--- config.mk ---
export PLATFORM = sky130hd
export DESIGN_NAME = sym_frame_tx
export DESIGN_NICKNAME = d
export VERILOG_FILES = /design/src/rtl/sft_pkg.sv /design/src/rtl/sft_word_pack.sv /design/src/rtl/sft_seq.sv /design/src/rtl/sft_shreg.sv /design/src/rtl/sym_frame_tx.sv
export SDC_FILE = /design/constraint.sdc
export NUM_CORES = 1
export LEC_CHECK = 0
export ABC_CLOCK_PERIOD_IN_PS = 1600
export BUFFER_PORTS_ARGS = -buffer_cell sky130_fd_sc_hd__clkbuf_2
export CAP_MARGIN = 20
export CORE_MARGIN = 5
export CORE_UTILIZATION = 30
export CTS_BUF_LIST = sky130_fd_sc_hd__clkbuf_2 sky130_fd_sc_hd__clkbuf_4 sky130_fd_sc_hd__clkbuf_8
export DETAILED_ROUTE_END_ITERATION = 6
export PLACE_DENSITY_LB_ADDON = 0.3
export RECOVER_POWER = 25
export SYNTH_ARGS = -nofsm -noshare
export SYNTH_HDL_FRONTEND = slang
export SYNTH_HIERARCHICAL = 1
export SYNTH_SLANG_ARGS = --single-unit
--- constraint.sdc ---
create_clock -name clk_i -period 1.6 [get_ports clk_i]
set_input_delay 0.08 -clock clk_i [delete_from_list [all_inputs] [get_ports clk_i]]
set_output_delay 0.08 -clock clk_i [all_outputs]
set_load 0.01 [all_outputs]
--- src/rtl/sft_pkg.sv ---
package sft_pkg;
  typedef enum logic [1:0] {
    SEQ_IDLE   = 2'd0,
    SEQ_SHIFT  = 2'd1,
    SEQ_STROBE = 2'd2
  } seq_state_e;

  localparam int unsigned NUM_CH  = 2;
  localparam int unsigned CH_SYM  = 0;
  localparam int unsigned CH_TUNE = 1;
endpackage

--- src/rtl/sft_word_pack.sv ---
module sft_word_pack #(
  parameter int unsigned WORD_W = 16,
  parameter int unsigned TUNE_W = 8
) (
  input  logic              tx_en_i,
  input  logic [1:0]        sym_i,
  input  logic [TUNE_W-1:0] tune_lvl_i,
  output logic [WORD_W-1:0] sym_word_o,
  output logic [WORD_W-1:0] tune_word_o
);
  always_comb begin
    sym_word_o = '0;
    sym_word_o[WORD_W-1] = tx_en_i;
    if (tx_en_i) sym_word_o[WORD_W-2 -: 2] = sym_i;
  end

  // inverted-offset code: top level -> 0x80, lowest -> 0x7F
  always_comb begin
    tune_word_o = '0;
    tune_word_o[WORD_W-1 -: TUNE_W] = {tune_lvl_i[TUNE_W-1], ~tune_lvl_i[TUNE_W-2:0]};
  end
endmodule

--- src/rtl/sft_seq.sv ---
module sft_seq
  import sft_pkg::*;
#(
  parameter int unsigned WORD_W     = 16,
  parameter int unsigned HALF_TICKS = 1,
  parameter int unsigned STB_TICKS  = 2
) (
  input  logic clk_i,
  input  logic rst_ni,
  input  logic tick_i,
  output logic load_o,
  output logic adv_o,
  output logic sclk_o,
  output logic strobe_o,
  output logic busy_o
);
  localparam int unsigned HALF_W = $clog2(HALF_TICKS + 1);
  localparam int unsigned BIT_W  = $clog2(WORD_W);
  localparam int unsigned STB_W  = $clog2(STB_TICKS + 1);

  seq_state_e       state_q;
  logic [HALF_W-1:0] half_cnt_q;
  logic [BIT_W-1:0]  bit_idx_q;
  logic [STB_W-1:0]  stb_cnt_q;
  logic              sclk_q, strobe_q;
  logic              half_done, last_bit;

  assign half_done = (half_cnt_q == HALF_W'(HALF_TICKS - 1));
  assign last_bit  = (bit_idx_q == BIT_W'(WORD_W - 1));
  assign load_o    = (state_q == SEQ_IDLE) && tick_i;
  assign adv_o     = (state_q == SEQ_SHIFT) && half_done && sclk_q;
  assign sclk_o    = sclk_q;
  assign strobe_o  = strobe_q;
  assign busy_o    = (state_q != SEQ_IDLE);

  always_ff @(posedge clk_i or negedge rst_ni) begin
    if (!rst_ni) begin
      state_q    <= SEQ_IDLE;
      half_cnt_q <= '0;
      bit_idx_q  <= '0;
      stb_cnt_q  <= '0;
      sclk_q     <= 1'b0;
      strobe_q   <= 1'b1;
    end else begin
      unique case (state_q)
        SEQ_IDLE: begin
          if (tick_i) begin
            state_q    <= SEQ_SHIFT;
            half_cnt_q <= '0;
            bit_idx_q  <= '0;
            sclk_q     <= 1'b0;
          end
        end
        SEQ_SHIFT: begin
          if (half_done) begin
            half_cnt_q <= '0;
            sclk_q     <= ~sclk_q;
            if (sclk_q) begin
              if (last_bit) begin
                state_q   <= SEQ_STROBE;
                strobe_q  <= 1'b0;
                stb_cnt_q <= '0;
              end else begin
                bit_idx_q <= bit_idx_q + 1'b1;
              end
            end
          end else begin
            half_cnt_q <= half_cnt_q + 1'b1;
          end
        end
        SEQ_STROBE: begin
          if (stb_cnt_q == STB_W'(STB_TICKS - 1)) begin
            strobe_q <= 1'b1;
            state_q  <= SEQ_IDLE;
          end else begin
            stb_cnt_q <= stb_cnt_q + 1'b1;
          end
        end
        default: state_q <= SEQ_IDLE;
      endcase
    end
  end

  // rising-edge count per frame, for the strobe ordering check
  logic [BIT_W:0] rise_cnt_q;
  always_ff @(posedge clk_i or negedge rst_ni) begin
    if (!rst_ni) rise_cnt_q <= '0;
    else if (load_o) rise_cnt_q <= '0;
    else if (state_q == SEQ_SHIFT && half_done && !sclk_q) rise_cnt_q <= rise_cnt_q + 1'b1;
  end

  assert_strobe_after_last_rise_R7: assert property (@(posedge clk_i) disable iff (!rst_ni)
    $fell(strobe_q) |-> rise_cnt_q == (BIT_W+1)'(WORD_W));

  assert_idle_quiet_R1: assert property (@(posedge clk_i) disable iff (!rst_ni)
    (state_q == SEQ_IDLE) |-> (strobe_q && !sclk_q));

  assert_sclk_low_in_strobe_R7: assert property (@(posedge clk_i) disable iff (!rst_ni)
    !strobe_q |-> !sclk_q);
endmodule

--- src/rtl/sft_shreg.sv ---
module sft_shreg #(
  parameter int unsigned WORD_W = 16
) (
  input  logic              clk_i,
  input  logic              rst_ni,
  input  logic              load_i,
  input  logic [WORD_W-1:0] word_i,
  input  logic              adv_i,
  output logic              sdata_o
);
  logic [WORD_W-1:0] sh_q;

  always_ff @(posedge clk_i or negedge rst_ni) begin
    if (!rst_ni)     sh_q <= '0;
    else if (load_i) sh_q <= word_i;
    else if (adv_i)  sh_q <= {sh_q[WORD_W-2:0], 1'b0};
  end

  assign sdata_o = sh_q[WORD_W-1];
endmodule

--- src/rtl/sym_frame_tx.sv ---
module sym_frame_tx
  import sft_pkg::*;
#(
  parameter int unsigned WORD_W     = 16,
  parameter int unsigned TUNE_W     = 8,
  parameter int unsigned HALF_TICKS = 1,
  parameter int unsigned STB_TICKS  = 2
) (
  input  logic              clk_i,
  input  logic              rst_ni,
  input  logic              sym_tick_i,
  input  logic              tx_en_i,
  input  logic [1:0]        sym_i,
  input  logic [TUNE_W-1:0] tune_lvl_i,
  output logic              sym_sclk_o,
  output logic              sym_sdata_o,
  output logic              sym_strobe_o,
  output logic              tune_sclk_o,
  output logic              tune_sdata_o,
  output logic              tune_strobe_o,
  output logic              busy_o
);
  logic [WORD_W-1:0] words [NUM_CH];
  logic [NUM_CH-1:0] sdata;
  logic load, adv, sclk, strobe;

  sft_word_pack #(.WORD_W(WORD_W), .TUNE_W(TUNE_W)) u_pack (
    .tx_en_i    (tx_en_i),
    .sym_i      (sym_i),
    .tune_lvl_i (tune_lvl_i),
    .sym_word_o (words[CH_SYM]),
    .tune_word_o(words[CH_TUNE])
  );

  sft_seq #(.WORD_W(WORD_W), .HALF_TICKS(HALF_TICKS), .STB_TICKS(STB_TICKS)) u_seq (
    .clk_i   (clk_i),
    .rst_ni  (rst_ni),
    .tick_i  (sym_tick_i),
    .load_o  (load),
    .adv_o   (adv),
    .sclk_o  (sclk),
    .strobe_o(strobe),
    .busy_o  (busy_o)
  );

  // shift registers double as the frame-hold registers
  for (genvar ch = 0; ch < NUM_CH; ch++) begin : g_ch
    sft_shreg #(.WORD_W(WORD_W)) u_sh (
      .clk_i  (clk_i),
      .rst_ni (rst_ni),
      .load_i (load),
      .word_i (words[ch]),
      .adv_i  (adv),
      .sdata_o(sdata[ch])
    );
  end

  assign sym_sclk_o    = sclk;
  assign tune_sclk_o   = sclk;
  assign sym_strobe_o  = strobe;
  assign tune_strobe_o = strobe;
  assign sym_sdata_o   = sdata[CH_SYM];
  assign tune_sdata_o  = sdata[CH_TUNE];

  assert_data_stable_high_R2: assert property (@(posedge clk_i) disable iff (!rst_ni)
    (sym_sclk_o && $past(sym_sclk_o)) |-> ($stable(sym_sdata_o) && $stable(tune_sdata_o)));

  assert_idle_data_low_R1: assert property (@(posedge clk_i) disable iff (!rst_ni)
    !busy_o |-> (!sym_sdata_o && !tune_sdata_o));
endmodule

==> run metrics <==
Crit. Startpoint u_seq/bit_idx_q[0]; worst-path fanout max 5; Final Max Tran Viols 0; starting density of the core 31.0%; Max IR drop VDD 0.469 mV; Layout area overhead 11.6%; pwr/cell area 1730 nW/µm²; total gr overflow 0; WP data required 1.78 ns; Detailed Routing Iterations Pass 1 4; die area 9410 µm²; HP Start tune_lvl_i[7]; postcts setup bufs 0; Critical Path End Type register; CTS tree yes; Num CTS Buffers 5; initial antenna violation count 0; sequential share of the synthesized area 46.3%; all-layer global routing usage 8.62%; fin util 34.6%; Slew @ Worst Pin 1.01 ns; delay-heaviest family, CP flip-flops; core footprint 7330 µm²; Final HPWL DP 2630 µm; total negative slack 0 ns; # port buffers 20; CP arrival 1.63 ns; post-route cell area 2540 µm²; Worst setup SP type register; Synth cell types 33; Iteration-0 DRC Markers 60; mapped cell area 2270 µm²; share of layout cells above drive strength 1 16.2%; GP Congestion 0.746; H-Tree Depth 2; Clock Tree Buf Depth 2; Fill cells 773; yosys warns 6; row count 31; Post-layout nets 262; Max Freq 691 MHz; FF+latch count, synth 42; Vias/cell 4.25; WL per Instance 10.8 µm; antenna cells 0; Place WS 0.159 ns; vias in the first global route 1501; crit-path cells ha_1, and3_1, a211oi_1, o21ai_0; WL final 3750 µm; worst r2r src u_seq/bit_idx_q[0]; CTS Root Cell clkbuf_8; syn avg cell area 10.0 µm²; worst setup margin 0.153 ns; CP peak stage delay 0.43 ns; vias 1470; RSZ-0062 raised after global routing false; Setup CP Type reg2reg; Slowest cell on crit path dfrtp_1; DRC Markers 0; Skew-Pair Late Insertion Delay 0.30 ns; global-route wire length before repair 6810 µm; slew margin rel. 32.6%; Syn Inst Count 227; Clock Sinks 42; Post-DRT Antenna Nets 0; outcome complete, no violations; Hold WC Path Type in2reg; # IOs 21; max-cap viol count 0; die width 97.0 µm; area post-placement 2410 µm²; Fin. Hold Viols 0; maximum number of pins on one net before global-route repair 36; post-layout min period 1.45 ns; clock-pin slew on the worst setup and hold paths 0.09 ns; # setup viols final 0; skew final 0.00631 ns; Bufs and invs on worst path 0; Vert. Die Dim 97.0 µm; crit share post-route 90.4%; leak pwr 1.21 nW
[final cells by class]
type                       count  area [µm²]  area share [%]
clock buffer                   5        68.8            2.71
clock inverter                 3        43.8            1.73
inverter                      11        41.3            1.63
multi-input combinational    157         975            38.4
sequential                    42        1050            41.5
tap                           99         124            4.88
timing repair buffer          29         231            9.13
[sequential cells by signal, summed over array words and instances, names as in the netlist]
signal	cells
u_seq/state_q	2
u_seq/bit_idx_q	4
u_seq/sclk_o	1
u_seq/stb_cnt_q	2
u_seq/strobe_o	1
g_ch.u_sh/sh_q	32
[per-stage QoR]
stage	hold slack [ns]	cells	power [mW]
6_report	0.00937	346	4.39
2_1_floorplan	-0.216	247	3.24
3_3_place_gp	0.0607	337	3.54
3_5_place_dp	0.0570	337	3.59
4_1_cts	0.00201	346	4.47
5_1_grt	0.0294	346	4.75
[per-layer routing]
metal,vias up,routed length [µm],track usage (%)
met5,-,0,0
met1,689,1830,10.7
met4,0,46,3.89
met3,5,140,2.23
met2,24,1740,14.0
li1,752,-,-
[power breakdown]
part / internal, mW / switching (mW)
logic: 0.903 / 0.928
clock network: 0.468 / 0.386
registers: 1.46 / 0.244
total: 2.83 / 1.56
[path summary, 6_finish.rpt]
kind                                         endpoint  slack [ns]  depth (start not counted)
worst max-delay path               u_seq/bit_idx_q[0]        0.15                          4
min in group asynchronous       g_ch[0].u_sh/sh_q[10]        0.47                          2
worst max register to register     u_seq/bit_idx_q[0]        0.15                          4
worst min register to register         u_seq/strobe_o        0.50                          1
worst min-delay path            g_ch[1].u_sh/sh_q[15]       0.009                          3
max in group asynchronous              u_seq/strobe_o        0.39                          3
[Yosys cell counts]
library cell / count / area share, %
buf_4: 25 / 8.3
buf_2: 6 / 1.3
o22ai_1: 2 / 0.55
buf_12: 2 / 1.8
nand3b_1: 1 / 0.33
clkbuf_1: 2 / 0.33
a211oi_1: 2 / 0.66
xor2_1: 1 / 0.39
nor2_1: 1 / 0.17
or2_1: 1 / 0.28
a21oi_1: 1 / 0.22
nor4b_1: 1 / 0.39
nor3b_1: 2 / 0.66
ha_1: 2 / 1.1
nand3_1: 3 / 0.66
nand4b_4: 1 / 1.0
o2bb2ai_1: 1 / 0.39
and2_1: 2 / 0.55
o21ai_1: 18 / 4.0
inv_1: 11 / 1.8
mux2_2: 1 / 0.50
dfstp_2: 1 / 1.2
mux2i_1: 33 / 15
nand2_1: 36 / 5.9
and3_1: 1 / 0.28
and3b_1: 1 / 0.39
dfrtp_1: 41 / 45
nand2b_1: 5 / 1.4
buf_6: 2 / 0.99
a31oi_1: 1 / 0.28
conb_1: 1 / 0.17
o21ai_0: 17 / 3.7
o21bai_1: 2 / 0.66
[cells in the final DEF (no fill, tap or decap), drive strengths merged]
cell type    count
a211oi           2
a21oi            1
a31oi            1
and2             2
and3             1
and3b            1
buf              8
bufinv           1
clkbuf          25
clkinv           1
conb            21
dfrtp           41
dfstp            1
dlygate4sd3      1
ha               2
inv             12
mux2             1
mux2i           33
nand2           36
nand2b           5
nand3            3
nand3b           1
nand4b           1
nor2             1
nor3b            2
nor4b            1
o21ai           35
o21bai           2
o22ai            2
o2bb2ai          1
or2              1
xor2             1
[logic make-up after synthesis]
| logic type | count (synthesis) | synth area share [%] |
|---|---|---|
| AND/OR/NAND/NOR | 55 | 12.1 |
| buffers and inverters | 48 | 14.5 |
| AO/OA/AOI/OAI | 44 | 10.5 |
| flip-flops | 42 | 46.3 |
| multiplexers | 34 | 15.0 |
| adder cells (fa/ha/maj) | 2 | 1.10 |
| other | 1 | 0.165 |
| XOR/XNOR | 1 | 0.386 |
[tightest hold or removal path, cell delays in order]
cell	delay [ns]
clkbuf_2	0.08
nand2_1	0.05
o21ai_0	0.06
[what timing repair did]
item,CTS,global route
hold endpoints to repair,16,0
setup endpoints to repair,0,0
hold buffers,1,0
resized for setup,0,0
Power figures use the tool's default switching activity.
